[src/rtl/pcs_pkg.sv]
package pcs_pkg;

  // Resolved action for one execute slot, after priority and stall masking.
  typedef enum logic [2:0] {
    OP_SEQ    = 3'd0,
    OP_SKIP   = 3'd1,
    OP_JUMP   = 3'd2,
    OP_CALL   = 3'd3,
    OP_RET    = 3'd4,
    OP_RETLW  = 3'd5,
    OP_RETFIE = 3'd6
  } pcs_op_e;

  function automatic logic op_pops(pcs_op_e op);
    return (op == OP_RET) || (op == OP_RETLW) || (op == OP_RETFIE);
  endfunction

  function automatic logic op_far(pcs_op_e op);
    return (op == OP_JUMP) || (op == OP_CALL);
  endfunction

endpackage

[src/rtl/pcs_decode.sv]
module pcs_decode
  import pcs_pkg::*;
(
  input  logic    stall_i,
  input  logic    call_i,
  input  logic    jump_i,
  input  logic    ret_i,
  input  logic    retlw_i,
  input  logic    retfie_i,
  input  logic    skip_i,
  output pcs_op_e op_o
);

  // Fixed priority; a discarded slot resolves to a plain step.
  always_comb begin
    op_o = OP_SEQ;
    if (!stall_i) begin
      if (call_i)        op_o = OP_CALL;
      else if (jump_i)   op_o = OP_JUMP;
      else if (ret_i)    op_o = OP_RET;
      else if (retlw_i)  op_o = OP_RETLW;
      else if (retfie_i) op_o = OP_RETFIE;
      else if (skip_i)   op_o = OP_SKIP;
    end
  end

endmodule

[src/rtl/pcs_stack.sv]
module pcs_stack #(
  parameter int W     = 13,
  parameter int DEPTH = 8
) (
  input  logic         clk,
  input  logic         rst_n,
  input  logic         push_i,
  input  logic         pop_i,
  input  logic [W-1:0] data_i,
  output logic [W-1:0] top_o
);

  localparam int PTR_W = (DEPTH > 1) ? $clog2(DEPTH) : 1;
  localparam logic [PTR_W-1:0] LAST = PTR_W'(DEPTH - 1);

  logic [W-1:0]     slot_q [DEPTH];
  logic [PTR_W-1:0] wr_ptr_q;
  logic [PTR_W-1:0] rd_ptr;

  // Ring pointers: the write pointer names the next free slot.
  assign rd_ptr = (wr_ptr_q == '0) ? LAST : wr_ptr_q - 1'b1;
  assign top_o  = slot_q[rd_ptr];

  always_ff @(posedge clk) begin
    if (!rst_n) begin
      wr_ptr_q <= '0;
      for (int i = 0; i < DEPTH; i++) slot_q[i] <= '0;
    end else if (push_i) begin
      slot_q[wr_ptr_q] <= data_i;
      wr_ptr_q         <= (wr_ptr_q == LAST) ? '0 : wr_ptr_q + 1'b1;
    end else if (pop_i) begin
      wr_ptr_q <= rd_ptr;
    end
  end

endmodule

[src/rtl/pcs_target.sv]
module pcs_target
  import pcs_pkg::*;
#(
  parameter int ADDR_W = 13,
  parameter int IMM_W  = 11
) (
  input  pcs_op_e                  op_i,
  input  logic [ADDR_W-1:0]        pc_i,
  input  logic [ADDR_W-IMM_W-1:0]  page_i,
  input  logic [IMM_W-1:0]         imm_i,
  input  logic [ADDR_W-1:0]        top_i,
  output logic [ADDR_W-1:0]        next_o
);

  logic [ADDR_W-1:0] far_addr;
  logic [ADDR_W-1:0] step_addr;

  assign far_addr  = {page_i, imm_i};
  assign step_addr = pc_i + 1'b1;

  always_comb begin
    if (op_far(op_i))       next_o = far_addr;
    else if (op_pops(op_i)) next_o = top_i;
    else                    next_o = step_addr;
  end

endmodule

[src/rtl/pcs_sequencer.sv]
module pcs_sequencer
  import pcs_pkg::*;
#(
  parameter int ADDR_W      = 13,
  parameter int IMM_W       = 11,
  parameter int LIT_W       = 8,
  parameter int STACK_DEPTH = 8
) (
  input  logic                     clk,
  input  logic                     rst_n,
  input  logic                     do_call,
  input  logic                     do_jump,
  input  logic                     do_ret,
  input  logic                     do_retlw,
  input  logic                     do_retfie,
  input  logic                     skip_req,
  input  logic [IMM_W-1:0]         imm_addr,
  input  logic [ADDR_W-IMM_W-1:0]  page_bits,
  input  logic [LIT_W-1:0]         ret_literal,
  output logic [ADDR_W-1:0]        fetch_addr,
  output logic                     stall,
  output logic                     gie_set,
  output logic                     wreg_load,
  output logic [LIT_W-1:0]         wreg_data
);

  pcs_op_e           op;
  logic [ADDR_W-1:0] pc_q;
  logic [ADDR_W-1:0] next_pc;
  logic [ADDR_W-1:0] top_addr;
  logic              stall_q;
  logic              gie_q;
  logic              wl_q;
  logic [LIT_W-1:0]  wd_q;

  pcs_decode u_dec (
    .stall_i  (stall_q),
    .call_i   (do_call),
    .jump_i   (do_jump),
    .ret_i    (do_ret),
    .retlw_i  (do_retlw),
    .retfie_i (do_retfie),
    .skip_i   (skip_req),
    .op_o     (op)
  );

  // The fetch address during the call slot is the return address.
  pcs_stack #(.W(ADDR_W), .DEPTH(STACK_DEPTH)) u_stk (
    .clk    (clk),
    .rst_n  (rst_n),
    .push_i (op == OP_CALL),
    .pop_i  (op_pops(op)),
    .data_i (pc_q),
    .top_o  (top_addr)
  );

  pcs_target #(.ADDR_W(ADDR_W), .IMM_W(IMM_W)) u_tgt (
    .op_i   (op),
    .pc_i   (pc_q),
    .page_i (page_bits),
    .imm_i  (imm_addr),
    .top_i  (top_addr),
    .next_o (next_pc)
  );

  always_ff @(posedge clk) begin
    if (!rst_n) begin
      pc_q    <= '0;
      stall_q <= 1'b0;
      gie_q   <= 1'b0;
      wl_q    <= 1'b0;
      wd_q    <= '0;
    end else begin
      pc_q    <= next_pc;
      stall_q <= (op != OP_SEQ);
      gie_q   <= (op == OP_RETFIE);
      wl_q    <= (op == OP_RETLW);
      if (op == OP_RETLW) wd_q <= ret_literal;
    end
  end

  assign fetch_addr = pc_q;
  assign stall      = stall_q;
  assign gie_set    = gie_q;
  assign wreg_load  = wl_q;
  assign wreg_data  = wd_q;

endmodule

[config.mk]
export PLATFORM = sky130hd
export DESIGN_NAME = pcs_sequencer
export DESIGN_NICKNAME = d
export VERILOG_FILES = /design/src/rtl/pcs_pkg.sv /design/src/rtl/pcs_decode.sv /design/src/rtl/pcs_stack.sv /design/src/rtl/pcs_target.sv /design/src/rtl/pcs_sequencer.sv
export SDC_FILE = /design/constraint.sdc
export NUM_CORES = 1
export LEC_CHECK = 0
export CAP_MARGIN = 20
export CORE_MARGIN = 1
export CORE_UTILIZATION = 35
export DETAILED_ROUTE_END_ITERATION = 8
export GPL_TIMING_DRIVEN = 0
export MAX_ROUTING_LAYER = met4
export PLACE_DENSITY = 0.55
export SYNTH_ARGS = -nofsm -noshare
export SYNTH_HDL_FRONTEND = slang
export SYNTH_SLANG_ARGS = --single-unit
[constraint.sdc]
create_clock -name clk -period 7.3 [get_ports clk]
set_clock_uncertainty 0.2 [all_clocks]
set_input_delay 1.46 -clock clk [delete_from_list [all_inputs] [get_ports clk]]
set_output_delay 1.46 -clock clk [all_outputs]
set_load 0.02 [all_outputs]
Word level (Yosys, flattened, before mapping)
Memory sizes are Yosys's and may differ from the RTL's.
Index checks and enable logic that the tools add are counted.
Storage, ports and cells
  memory bits (writable): 104
  output and inout bits: 24
  register bits after elaboration: 27
  word-level logic and storage cells: 43
  memories: 1
  input bits: 29
Cells by class
  muxes and demuxes: 20
  reductions and logical operators: 7
  add/subtract/negate cells: 3
  equal/unequal tests: 6
Memory list
  u_stk.slot_q: words 8, bits a word 13, read ports 1, clocked after Yosys merged registers in 0, wr ports 8, line pcs_stack.sv:16  | logic [W-1:0] slot_q [DEPTH];
Operator list (number)
  13-bit two-way mux: 3
  3-bit two-way mux: 11
  13-bit by 1-bit adder with 13-bit output, second input constant: 1
  13-bit OR reduction: 1
  3-bit == test, second input constant: 4
  3-bit by 2-bit == test with 1-bit output, second input constant: 2
  1-bit two-way mux: 6
  3-bit by 1-bit adder with 3-bit output, second input constant: 1
  3-bit zero test: 1
  1-bit logical OR: 3
  3-bit nonzero test: 1
  3-bit by 1-bit subtractor with 3-bit output, second input constant: 1
  2-bit nonzero test: 1

Depth between registers and ports, before layout
Gate-level depths: netlist (run 1).
  depth after elaboration: 13
  mapped depth: 13
  gate-level depth less buffers: 8

Modules after synthesis
Synthesis (run 1) repeated with hierarchy kept, for this count alone.
Unflattened totals
  cell total of the unflattened synthesis: 559
  area total of the unflattened synthesis: 6506.2 µm²
Modules (own cells, without submodules)
  pcs_stack: seq. area each 3183.1 µm², area each 5220.0 µm², cells an instance 404, times used 1
  pcs_sequencer: seq. area each 480.5 µm², area each 775.7 µm², cells an instance 73, times used 1
  pcs_target: seq. area each 0.0 µm², area each 460.4 µm², cells an instance 72, times used 1
  pcs_decode: seq. area each 0.0 µm², area each 50.0 µm², cells an instance 10, times used 1

Least setup slack after synthesis (run 1)
No wires, ideal clock.
  kind: input -> register
  from: input do_call
  to: memory u_stk.slot_q[7][0] (enable)
  data required time: 6699 ps
  arrival: 3065 ps
  cell stages on the path: 4
  buffers on the path: 1
  path slack: 3634 ps
  setup time: 401 ps
  path through: nor2b_1 nand2_1 clkbuf_1 o21ai_0
RTL lines
  start, declared: line pcs_sequencer.sv:11  | input logic do_call,
  end, declared: line pcs_stack.sv:16

==> results of run 1 <==
==> layout make-up <==
cell class	instances	area (um2)	area share (%)
Buffer	41	174	2.32
Multi-Input combinational cell	337	2240	29.9
Inverter	6	22.5	0.301
Tap cell	220	275	3.67
Clock inverter	12	113	1.50
Timing Repair Buffer	55	546	7.28
Clock buffer	20	457	6.10
Sequential cell	131	3660	48.9
==> metrics by stage <==
| stage | setup slack (ns) | instances | cell area (um2) |
|---|---|---|---|
| after floorplan | 3.63 | 515 | 6090 |
| after detailed placement | 2.68 | 790 | 6920 |
| final | 3.06 | 822 | 7490 |
| after CTS | 3.12 | 822 | 7490 |
| after global routing | 3.01 | 822 | 7490 |
| after global placement | 1.63 | 787 | 6890 |
==> flip-flops by register name, indices dropped and copies added (netlist names) <==
| name | flops |
|---|---|
| u_stk.slot_q | 104 |
| fetch_addr | 13 |
| wreg_data | 8 |
| u_stk.wr_ptr_q | 3 |
| gie_set | 1 |
| stall | 1 |
| wreg_load | 1 |
==> cell usage after synthesis, types with 8 or more instances <==
master and count:
sky130_fd_sc_hd__edfxtp_1 104, sky130_fd_sc_hd__and2_1 94, sky130_fd_sc_hd__nand2_1 52, sky130_fd_sc_hd__clkbuf_1 33, sky130_fd_sc_hd__dfxtp_1 27, sky130_fd_sc_hd__nand3_1 23, sky130_fd_sc_hd__mux2i_1 17, sky130_fd_sc_hd__nor2_1 17
sky130_fd_sc_hd__nor3_1 15, sky130_fd_sc_hd__mux4_2 12, sky130_fd_sc_hd__nor4_1 11, sky130_fd_sc_hd__o21ai_0 11, sky130_fd_sc_hd__a31oi_1 9, sky130_fd_sc_hd__a211oi_1 8, sky130_fd_sc_hd__nand2b_1 8
==> power by group <==
| group | switching, mW | internal, mW | leakage, nW | total [mW] |
|---|---|---|---|---|
| registers | 0.0222 | 0.843 | 1.30 | 0.865 |
| clock network | 0.313 | 0.513 | 0.280 | 0.827 |
| logic | 0.182 | 0.105 | 1.09 | 0.288 |
| total | 0.518 | 1.46 | 2.67 | 1.98 |
==> cells by family (layout without fill, tap and decap cells) <==
family | after synthesis | after routing | synth area share [%]
buf+inv | 47 | 134 | 3.22
simple gates | 240 | 240 | 21.1
compound gates | 53 | 53 | 5.79
mux | 30 | 30 | 7.41
xor+xnor | 9 | 9 | 1.29
flops | 131 | 131 | 60.1
fa+ha+maj | 5 | 5 | 1.03
==> worst register-to-register path, cell delays in order, from the launching register on <==
cell and delay [ns]:
sky130_fd_sc_hd__dfxtp_1 0.36, sky130_fd_sc_hd__clkbuf_1 0.35, sky130_fd_sc_hd__inv_1 0.12, sky130_fd_sc_hd__ha_1 0.30, sky130_fd_sc_hd__clkbuf_1 0.39, sky130_fd_sc_hd__buf_2 0.37
sky130_fd_sc_hd__nor2b_1 0.68, sky130_fd_sc_hd__nand3_1 0.18, sky130_fd_sc_hd__a31oi_1 0.20, sky130_fd_sc_hd__a211oi_1 0.08
==> worst paths after layout <==
path              cells after the start                  end               from  slack, ns
setup / recovery                      5  u_stk.slot_q[2][12]            do_call       3.06
hold / removal                        2         wreg_data[5]       wreg_data[5]       0.30
setup reg to reg                      9       fetch_addr[10]  u_stk.wr_ptr_q[0]       3.93
hold reg to reg                       2         wreg_data[5]       wreg_data[5]       0.30
==> routing by layer <==
| layer | wire length [um] | share of wire (%) | track usage [%] | vias up |
|---|---|---|---|---|
| met5 | 0 | 0 | - | - |
| met4 | 358 | 2.0 | 7.45 | 0 |
| met3 | 1130 | 6.4 | 5.74 | 33 |
| met2 | 8520 | 48 | 32.9 | 152 |
| met1 | 7720 | 44 | 27.4 | 2171 |
| li1 | - | - | - | 2016 |
==> metrics.yaml, run 1 <==
run_status: "finished clean"
die_area_mm2: 0.0179
dr.first_iter.drc_count: 502
placement_rows: 47
syn-num-nets: 549
max_cap_viol_count: 0
final-hold-violation-count: 0
tightest_slew_ns: 1.13
hold_class: "register to register"
totalPowerFinal_mw: 1.98
final_max_slew_viol_count: 0
via_count_of_the_first_global_routing_pass: 4336
cp_data_arrival_time_ns: 4.08
mostFrequentLayoutCell: "sky130_fd_sc_hd__edfxtp_1"
synthDistinctLibCells: 42
yosysTopAreaCellShare_pct: 51.2
postLayoutCoreUtil_pct: 44.5
cp.required_ns: 7.15
clock_tree.root_cell: "sky130_fd_sc_hd__clkbuf_16"
achievable-frequency_mhz: 236
grt_pass1_wl_um: 26600
area_delta_synth_final_pct: 22.9
layout.filler_cells: 1627
most-common-layout-cells: "sky130_fd_sc_hd__edfxtp_1, sky130_fd_sc_hd__and2_1, sky130_fd_sc_hd__nand2_1, sky130_fd_sc_hd__clkdlybuf4s50_1, sky130_fd_sc_hd__clkbuf_1"
power.leakage_nw: 2.67
synth_area_per_cell_um2: 11.8
antenna_cells: 0
postSynth.asyncResetShare_pct: 0
setup_tns_ns: 0
postRouteWirelength_um: 17700
setup.worst_path.start_class: "primary input"
cp_slowest_stage_delay_ns: 0.93
initial_antenna_violation_count: 2
criticalPathCategory: "primary input to register"
clkTransAtPathRegs_ns: 0.05
die_w_um: 134
cpMaxStageDelayCell: "sky130_fd_sc_hd__nor4_1"
post-cts-setup-buffers: 0
drive_gt1_share_pct: 9.30
htree_levels: 4
io-pin-count: 53
synth_top_cell_by_area: "sky130_fd_sc_hd__edfxtp_1"
ys_seq_elements: 131
gate_count_post_synth: 515
global_route.overflow_total: 0
syn-cell-area_mm2: 0.00609
cts_tree: "built"
min_period_ns: 4.24
crit_path_cell_trace: "clkdlybuf4s50_1, nand2b_1, buf_2, nor4_1, nand2b_1"
dp.final_hpwl_um: 12000
setup_repair_after_global_routing_missed_its_margin: "false"
synth_edf_count: 104
clock_tree_sinks: 131
grt_start_max_net_pins: 17
dieHeight_um: 134
post_cts_resized: 0
cp_num_buf_inv: 2
io_buffer_count: 52
initial_core_util_pct: 36.2
clk-insertion-delay-late_ns: 0.42
power.ir.vdd_worst_v: 0.000186
grtUsageTotal_pct: 21.5
overall_via_count_from_detail_route: 4372
timing.critical_path.fanout_max: 13
hold-worst-slack_ns: 0.300
via_per_inst: 5.32
setup_viol_count_final: 0
total_iterations_of_the_first_detailed_routing_run: 5
design.core.area_mm2: 0.0168
drc_errors: 0
cp_top_family: "simple AND/OR/NAND/NOR gates"
worst_slew_margin_rel_pct: 23.9
ys.flop_type: "sky130_fd_sc_hd__edfxtp_1"
synth_area_leaders: "sky130_fd_sc_hd__edfxtp_1, sky130_fd_sc_hd__and2_1, sky130_fd_sc_hd__dfxtp_1"
power_density_mw_per_mm2: 264
final.period_utilization_pct: 58.0
detail_route.wl_per_cell_um: 21.6
cts_buffer_depth: 2
cts-hold-fix-buffers: 0
postRouteAntennaNets: 0
final_net_count: 623
cts_buffers: 17
finalWeightedCongestion: 0.859
crit_path_end_kind: "register"
timing.critical_path.mode_cell: "sky130_fd_sc_hd__nand2b_1"
synth.yosys.seq_area_share_pct: 60.1
ys_warn_count: 0
Note: power is estimated with default switching activity, not from simulation.
==> run 2: changes to the inputs <==
--- a/config.mk
+++ b/config.mk
@@ -11,7 +11,7 @@
 export DETAILED_ROUTE_END_ITERATION = 8
 export GPL_TIMING_DRIVEN = 0
 export MAX_ROUTING_LAYER = met4
-export PLACE_DENSITY = 0.55
+export PLACE_DENSITY = 0.57
 export SYNTH_ARGS = -nofsm -noshare
 export SYNTH_HDL_FRONTEND = slang
 export SYNTH_SLANG_ARGS = --single-unit
==> constraint.sdc (replaced) <==
create_clock -name clk -period 3.55 [get_ports clk]
set_clock_uncertainty 0.2 [all_clocks]
set_input_delay 0.71 -clock clk [delete_from_list [all_inputs] [get_ports clk]]
set_output_delay 0.71 -clock clk [all_outputs]
set_load 0.02 [all_outputs]
==> run 2 against run 1 <==
  * Non-clock buffer count decreased by 1
  * Critical path depth increased by 4
  * Register-to-register slack got worse by 3.7 ns
  * Clock-buffer cell count unchanged
  * Combinational power increased by 110%
  * Largest power group is now clock
  * Highest routed layer unchanged
==> metrics.yaml, run 2 (synthesized netlist as in run 1, its figures left out) <==
run_status: "finished clean"
antenna_cells: 0
largest_reg_flops: 104
setup_tns_ns: 0
reg2reg_to: "fetch_addr[10]"
power_frac_clock_pct: 43.3
drive_gt1_share_pct: 9.32
post_cts_resized: 0
cp_data_arrival_time_ns: 3.42
p_sw_mw: 1.10
r2r_start: "u_stk.wr_ptr_q[1]"
dr.first_iter.drc_count: 384
initial_core_util_pct: 36.2
via_count_of_the_first_global_routing_pass: 4401
cp.required_ns: 3.61
regMostFlops: "u_stk.slot_q"
cts-hold-fix-buffers: 0
fraction_of_power_spent_switching_nets_pct: 26.4
detail_route.wl_per_cell_um: 21.7
io_buffer_count: 52
max_cap_viol_count: 0
power_density_mw_per_mm2: 556
drc_errors: 0
final_max_slew_viol_count: 0
hold-worst-slack_ns: 0.296
clock_tree_sinks: 131
dp.final_hpwl_um: 11800
crit_path_end_kind: "register"
grt_pass1_wl_um: 26500
achievable-frequency_mhz: 298
cts_buffers: 17
grtUsageTotal_pct: 21.3
post-cts-setup-buffers: 0
clk-insertion-delay-late_ns: 0.43
setup.worst_path.start_class: "register"
dpl_ws_ns: -0.265
mostFrequentLayoutCell: "sky130_fd_sc_hd__edfxtp_1"
holdCritStartpoint: "wreg_data[3]"
final_net_count: 622
global_route.overflow_total: 0
cts_buffer_depth: 2
power.leakage_nw: 2.68
grt_start_max_net_pins: 17
worst_slew_margin_rel_pct: 30.6
postRouteWirelength_um: 17800
criticalPathCategory: "register to register"
postRouteAntennaNets: 0
final-hold-violation-count: 0
tightest_slew_ns: 1.04
hold_path_depth: 2
design.core.area_mm2: 0.0168
placement_rows: 47
clkTransAtPathRegs_ns: 0.06
dieHeight_um: 134
pwr-share-comb_pct: 14.1
internal-power_mw: 3.07
total_iterations_of_the_first_detailed_routing_run: 5
numPlacedInstances: 788
final-instance-count-excl-fill: 821
overall_via_count_from_detail_route: 4397
finalWeightedCongestion: 0.840
final.period_utilization_pct: 94.4
htree_levels: 4
setup_viol_count_final: 0
clock_tree.root_cell: "sky130_fd_sc_hd__clkbuf_16"
timing.critical_path.fanout_max: 10
min_to: "wreg_data[3]"
totalPowerFinal_mw: 4.18
most-common-layout-cells: "sky130_fd_sc_hd__edfxtp_1, sky130_fd_sc_hd__and2_1, sky130_fd_sc_hd__nand2_1, sky130_fd_sc_hd__clkdlybuf4s50_1, sky130_fd_sc_hd__clkbuf_1"
area_delta_synth_final_pct: 23.3
setup_repair_after_global_routing_missed_its_margin: "false"
final_critical_path_setup_slack_ns: 0.199
hold_class: "register to register"
reg2reg_path_depth: 9
die_w_um: 134
share_seq_of_total_power_pct: 42.6
min_period_ns: 3.35
initial_antenna_violation_count: 0
power.ir.vdd_worst_v: 0.000359
via_per_inst: 5.36
die_area_mm2: 0.0179
r2r_slack_ns: 0.20
io-pin-count: 53
cts_tree: "built"
-- run 2: cell types whose count changed in the layout (fill, tap and decap cells not counted), sizes merged --
cell / change
buf: -2
clkinv: -2
inv: +2
bufinv: +1
clkbuf: +1
clkinvlp: -1
-- run 2: how the worst max path moves through the flow --
stage	from	endpoint	slack (ns)	cells past startpoint
2_1_floorplan	do_call	u_stk.slot_q[7][0]	0.63	4
3_3_place_gp	do_call	u_stk.slot_q[4][10]	-1.25	5
3_5_place_dp	rst_n	u_stk.slot_q[1][6]	-0.26	4
4_1_cts	rst_n	u_stk.slot_q[1][12]	0.11	4
5_1_grt	u_stk.wr_ptr_q[1]	fetch_addr[10]	0.08	9
6_report	u_stk.wr_ptr_q[1]	fetch_addr[10]	0.20	9
-- run 2: routing by layer --
layer	share of wire (%)	global-route usage, %
met1	41	26.4
met2	49	33.7
met3	7.5	4.38
met4	2.5	9.22
met5	0	-
-- run 2: area by class of cell --
cell class | instances | area [um2]
buffer | 41 | 175
clock buffer | 20 | 447
clock inverter | 12 | 155
fill | 1595 | 9300
inverter | 6 | 22.5
multi-input combinational | 337 | 2240
sequential | 131 | 3660
tap | 220 | 275
timing repair buffer | 54 | 537
-- run 2: metrics by stage --
| step | utilization (%) | instance area, um2 |
|---|---|---|
| 5_1_grt | 44.7 | 7520 |
| 6_report | 44.7 | 7520 |
| 3_5_place_dp | 41.1 | 6910 |
| 4_1_cts | 44.7 | 7510 |
| 3_3_place_gp | 41.0 | 6890 |
| 2_1_floorplan | - | 6090 |
-- run 2: power by group through the flow --
stage | sequential [mW] | combinational (mW) | clock, mW
final | 1.78 | 0.591 | 1.81
after global routing | 1.79 | 0.627 | 1.87
after CTS | 1.78 | 0.590 | 1.81
after detailed placement | 1.81 | 0.589 | 0
after global placement | 1.81 | 0.580 | 0
after floorplan | 1.81 | 0.329 | 0
-- run 2: critical path: stages, from the launching register on --
cell                       delay, ns
sky130_fd_sc_hd__dfxtp_1        0.34
sky130_fd_sc_hd__clkbuf_1       0.29
sky130_fd_sc_hd__inv_1          0.11
sky130_fd_sc_hd__ha_1           0.29
sky130_fd_sc_hd__clkbuf_1       0.39
sky130_fd_sc_hd__buf_2          0.37
sky130_fd_sc_hd__nor2b_1        0.73
sky130_fd_sc_hd__nand3_1        0.17
sky130_fd_sc_hd__a31oi_1        0.20
sky130_fd_sc_hd__a211oi_1       0.09
==> run 3: changes to the inputs <==
--- a/config.mk
+++ b/config.mk
@@ -5,13 +5,14 @@
 export SDC_FILE = /design/constraint.sdc
 export NUM_CORES = 1
 export LEC_CHECK = 0
+export ABC_AREA = 1
 export CAP_MARGIN = 20
 export CORE_MARGIN = 1
 export CORE_UTILIZATION = 35
 export DETAILED_ROUTE_END_ITERATION = 8
 export GPL_TIMING_DRIVEN = 0
 export MAX_ROUTING_LAYER = met4
-export PLACE_DENSITY = 0.57
+export PLACE_DENSITY = 0.56
 export SYNTH_ARGS = -nofsm -noshare
 export SYNTH_HDL_FRONTEND = slang
 export SYNTH_SLANG_ARGS = --single-unit
==> run 3 against run 2 <==
  * Register-to-register slack gained 0.44 ns
  * Via count up 23%
  * Clock-buffer cell count shrank 3
  * Clock power increased by 2%
  * Cell count up 26%
  * Non-clock buffer count rose by 9
  * Worst hold slack got worse by 0.035 ns
  * Wire length rose by 10%
  * Sequential share of layout area fell by 4.0 points
  * Synthesized cell count rose by 38%
  * Maximum frequency up 15%
  * Largest power group unchanged
==> metrics.yaml, run 3 <==
design.core.area_mm2: 0.0187
dr.first_iter.drc_count: 466
synth_top_cells_by_count: "sky130_fd_sc_hd__nand2_1, sky130_fd_sc_hd__edfxtp_1, sky130_fd_sc_hd__nand3_1"
drc_errors: 0
overall_via_count_from_detail_route: 5417
power.ir.vdd_worst_v: 0.000399
cp_data_arrival_time_ns: 3.07
hold_path_depth: 2
htree_levels: 4
total_iterations_of_the_first_detailed_routing_run: 5
ys_warn_count: 0
yosysTopAreaCellShare_pct: 46.7
io_buffer_count: 52
cp_num_buf_inv: 3
final_net_count: 821
tightest_slew_ns: 0.845
dp.final_hpwl_um: 14100
io-pin-count: 53
syn-cell-area_mm2: 0.00669
cts_buffers: 17
ys.flop_type: "sky130_fd_sc_hd__edfxtp_1"
clock_tree_sinks: 131
synthDistinctLibCells: 27
worst_slew_margin_rel_pct: 43.6
run_status: "finished clean"
synth_edf_count: 104
timing.critical_path.fanout_max: 10
final-hold-violation-count: 0
drive_gt1_share_pct: 17.3
criticalPathCategory: "register to register"
cp.required_ns: 3.71
die_area_mm2: 0.0197
global_route.overflow_total: 0
r2r_start: "u_stk.wr_ptr_q[1]"
power.leakage_nw: 2.93
synth.yosys.seq_area_share_pct: 54.8
area_delta_synth_final_pct: 22.4
busiest_layer: "met2"
reg2reg_to: "fetch_addr[6]"
finalWeightedCongestion: 0.889
crit_path_cell_trace: "inv_1, ha_1, ha_1, inv_1, clkbuf_1, nand3_1, nand3_1, nand2_1, a21oi_1"
cts_buffer_depth: 2
clkTransAtPathRegs_ns: 0.06
post_cts_resized: 0
placement_rows: 50
cp_slowest_stage_delay_ns: 0.61
setup.worst_path.start_class: "register"
cts_tree: "built"
syn-num-nets: 743
synth_area_per_cell_um2: 9.43
mostFrequentLayoutCell: "sky130_fd_sc_hd__nand2_1"
grtUsageTotal_pct: 21.5
postRouteAntennaNets: 0
setup_tns_ns: 0
synth_area_leaders: "sky130_fd_sc_hd__edfxtp_1, sky130_fd_sc_hd__nand2_1, sky130_fd_sc_hd__dfxtp_1"
min_to: "wreg_data[4]"
antenna_cells: 0
hold_class: "register to register"
clk-insertion-delay-late_ns: 0.43
max_cap_viol_count: 0
grtUsageMet1_pct: 27.8
totalPowerFinal_mw: 4.76
detail_route.wl_per_cell_um: 19.0
initial_antenna_violation_count: 0
synth_most_common_cell: "sky130_fd_sc_hd__nand2_1"
largest_reg_flops: 104
holdCritStartpoint: "wreg_data[4]"
final_max_slew_viol_count: 0
most-common-layout-cells: "sky130_fd_sc_hd__nand2_1, sky130_fd_sc_hd__edfxtp_1, sky130_fd_sc_hd__nand3_1, sky130_fd_sc_hd__nor3_1, sky130_fd_sc_hd__nor3_2"
reg2reg_path_depth: 9
post-cts-setup-buffers: 0
r2r_slack_ns: 0.63
ys_seq_elements: 131
grtUsageMet3_pct: 3.15
cpMaxStageDelayCell: "sky130_fd_sc_hd__clkbuf_1"
cts-hold-fix-buffers: 0
achievable-frequency_mhz: 343
dieHeight_um: 140
regMostFlops: "u_stk.slot_q"
postSynth.asyncResetShare_pct: 0
grt_pass1_wl_um: 30300
grt_start_max_net_pins: 17
crit_path_end_kind: "register"
postRouteWirelength_um: 19700
gate_count_post_synth: 709
setup_viol_count_final: 0
min_period_ns: 2.92
setup_repair_after_global_routing_missed_its_margin: "false"
synth_top_cell_by_area: "sky130_fd_sc_hd__edfxtp_1"
via_per_inst: 5.24
clock_tree.root_cell: "sky130_fd_sc_hd__clkbuf_16"
power_density_mw_per_mm2: 582
via_count_of_the_first_global_routing_pass: 5279
die_w_um: 140
groute.layer.met2.usage_pct: 34.4
initial_core_util_pct: 35.7
cp_top_family: "buffers and inverters"
final.period_utilization_pct: 82.1
run 3: kinds of logic after synthesis:
logic type | share of synthesized area (%)
buf+inv | 7.80
simple gates | 28.2
flops | 54.8
xor+xnor | 0.786
compound gates | 7.50
fa+ha+maj | 0.936
run 3: metal layers:
layer	routed length [um]	vias to the layer above	part of all wire (%)
met5	0	-	0
li1	-	2623	-
met4	444	0	2.3
met3	1060	27	5.4
met2	9300	175	47
met1	8860	2592	45
run 3: worst register-to-register path, cell delays in order, from the launching register on:
cell and delay [ns]:
sky130_fd_sc_hd__dfxtp_1 0.51, sky130_fd_sc_hd__inv_1 0.15, sky130_fd_sc_hd__ha_1 0.21, sky130_fd_sc_hd__ha_1 0.35
sky130_fd_sc_hd__inv_1 0.19, sky130_fd_sc_hd__clkbuf_1 0.62, sky130_fd_sc_hd__nand3_1 0.29, sky130_fd_sc_hd__nand3_1 0.16
sky130_fd_sc_hd__nand2_1 0.06, sky130_fd_sc_hd__a21oi_1 0.11
run 3: metrics by stage:
step / hold slack (ns) / cell area, um2 / setup WS [ns] / instances / util (%)
final: 0.261 / 8180 / 0.634 / 1034 / 43.7
after global routing: 0.285 / 8180 / 0.503 / 1034 / 43.7
after CTS: 0.268 / 8180 / 0.706 / 1034 / 43.7
after detailed placement: 0.256 / 7560 / 0.308 / 1002 / 40.4
after global placement: 0.249 / 7500 / -0.782 / 995 / 40.1
after floorplan: 0.341 / 6690 / 0.710 / 709 / -
run 3: report_power, final:
part | switching, mW | leakage (nW) | internal (mW) | total, mW
combinational | 0.782 | 1.33 | 0.315 | 1.10
sequential | 0.0616 | 1.30 | 1.75 | 1.81
clock | 0.730 | 0.302 | 1.12 | 1.85
run 3: final cells by class:
class / instances / area (um2)
fillers: 1830 / 10500
flip-flops and latches: 131 / 3660
multi-input cells: 465 / 2500
repair buffers: 59 / 581
clock buffers: 17 / 425
well taps: 234 / 293
plain buffers: 45 / 264
inverters: 68 / 258
clock inverters: 15 / 193
run 3: worst max-delay path by stage:
stage                                 start                  to  slack (ns)  cells after the start
after floorplan                      do_ret  u_stk.slot_q[0][0]        0.71                      6
after global placement            do_retfie  u_stk.slot_q[5][4]       -0.78                      6
after detailed placement          do_retfie  u_stk.slot_q[5][8]        0.31                      6
after CTS                 u_stk.wr_ptr_q[1]       fetch_addr[1]        0.71                      9
after global routing      u_stk.wr_ptr_q[1]       fetch_addr[3]        0.50                      9
final                     u_stk.wr_ptr_q[1]       fetch_addr[6]        0.63                      9
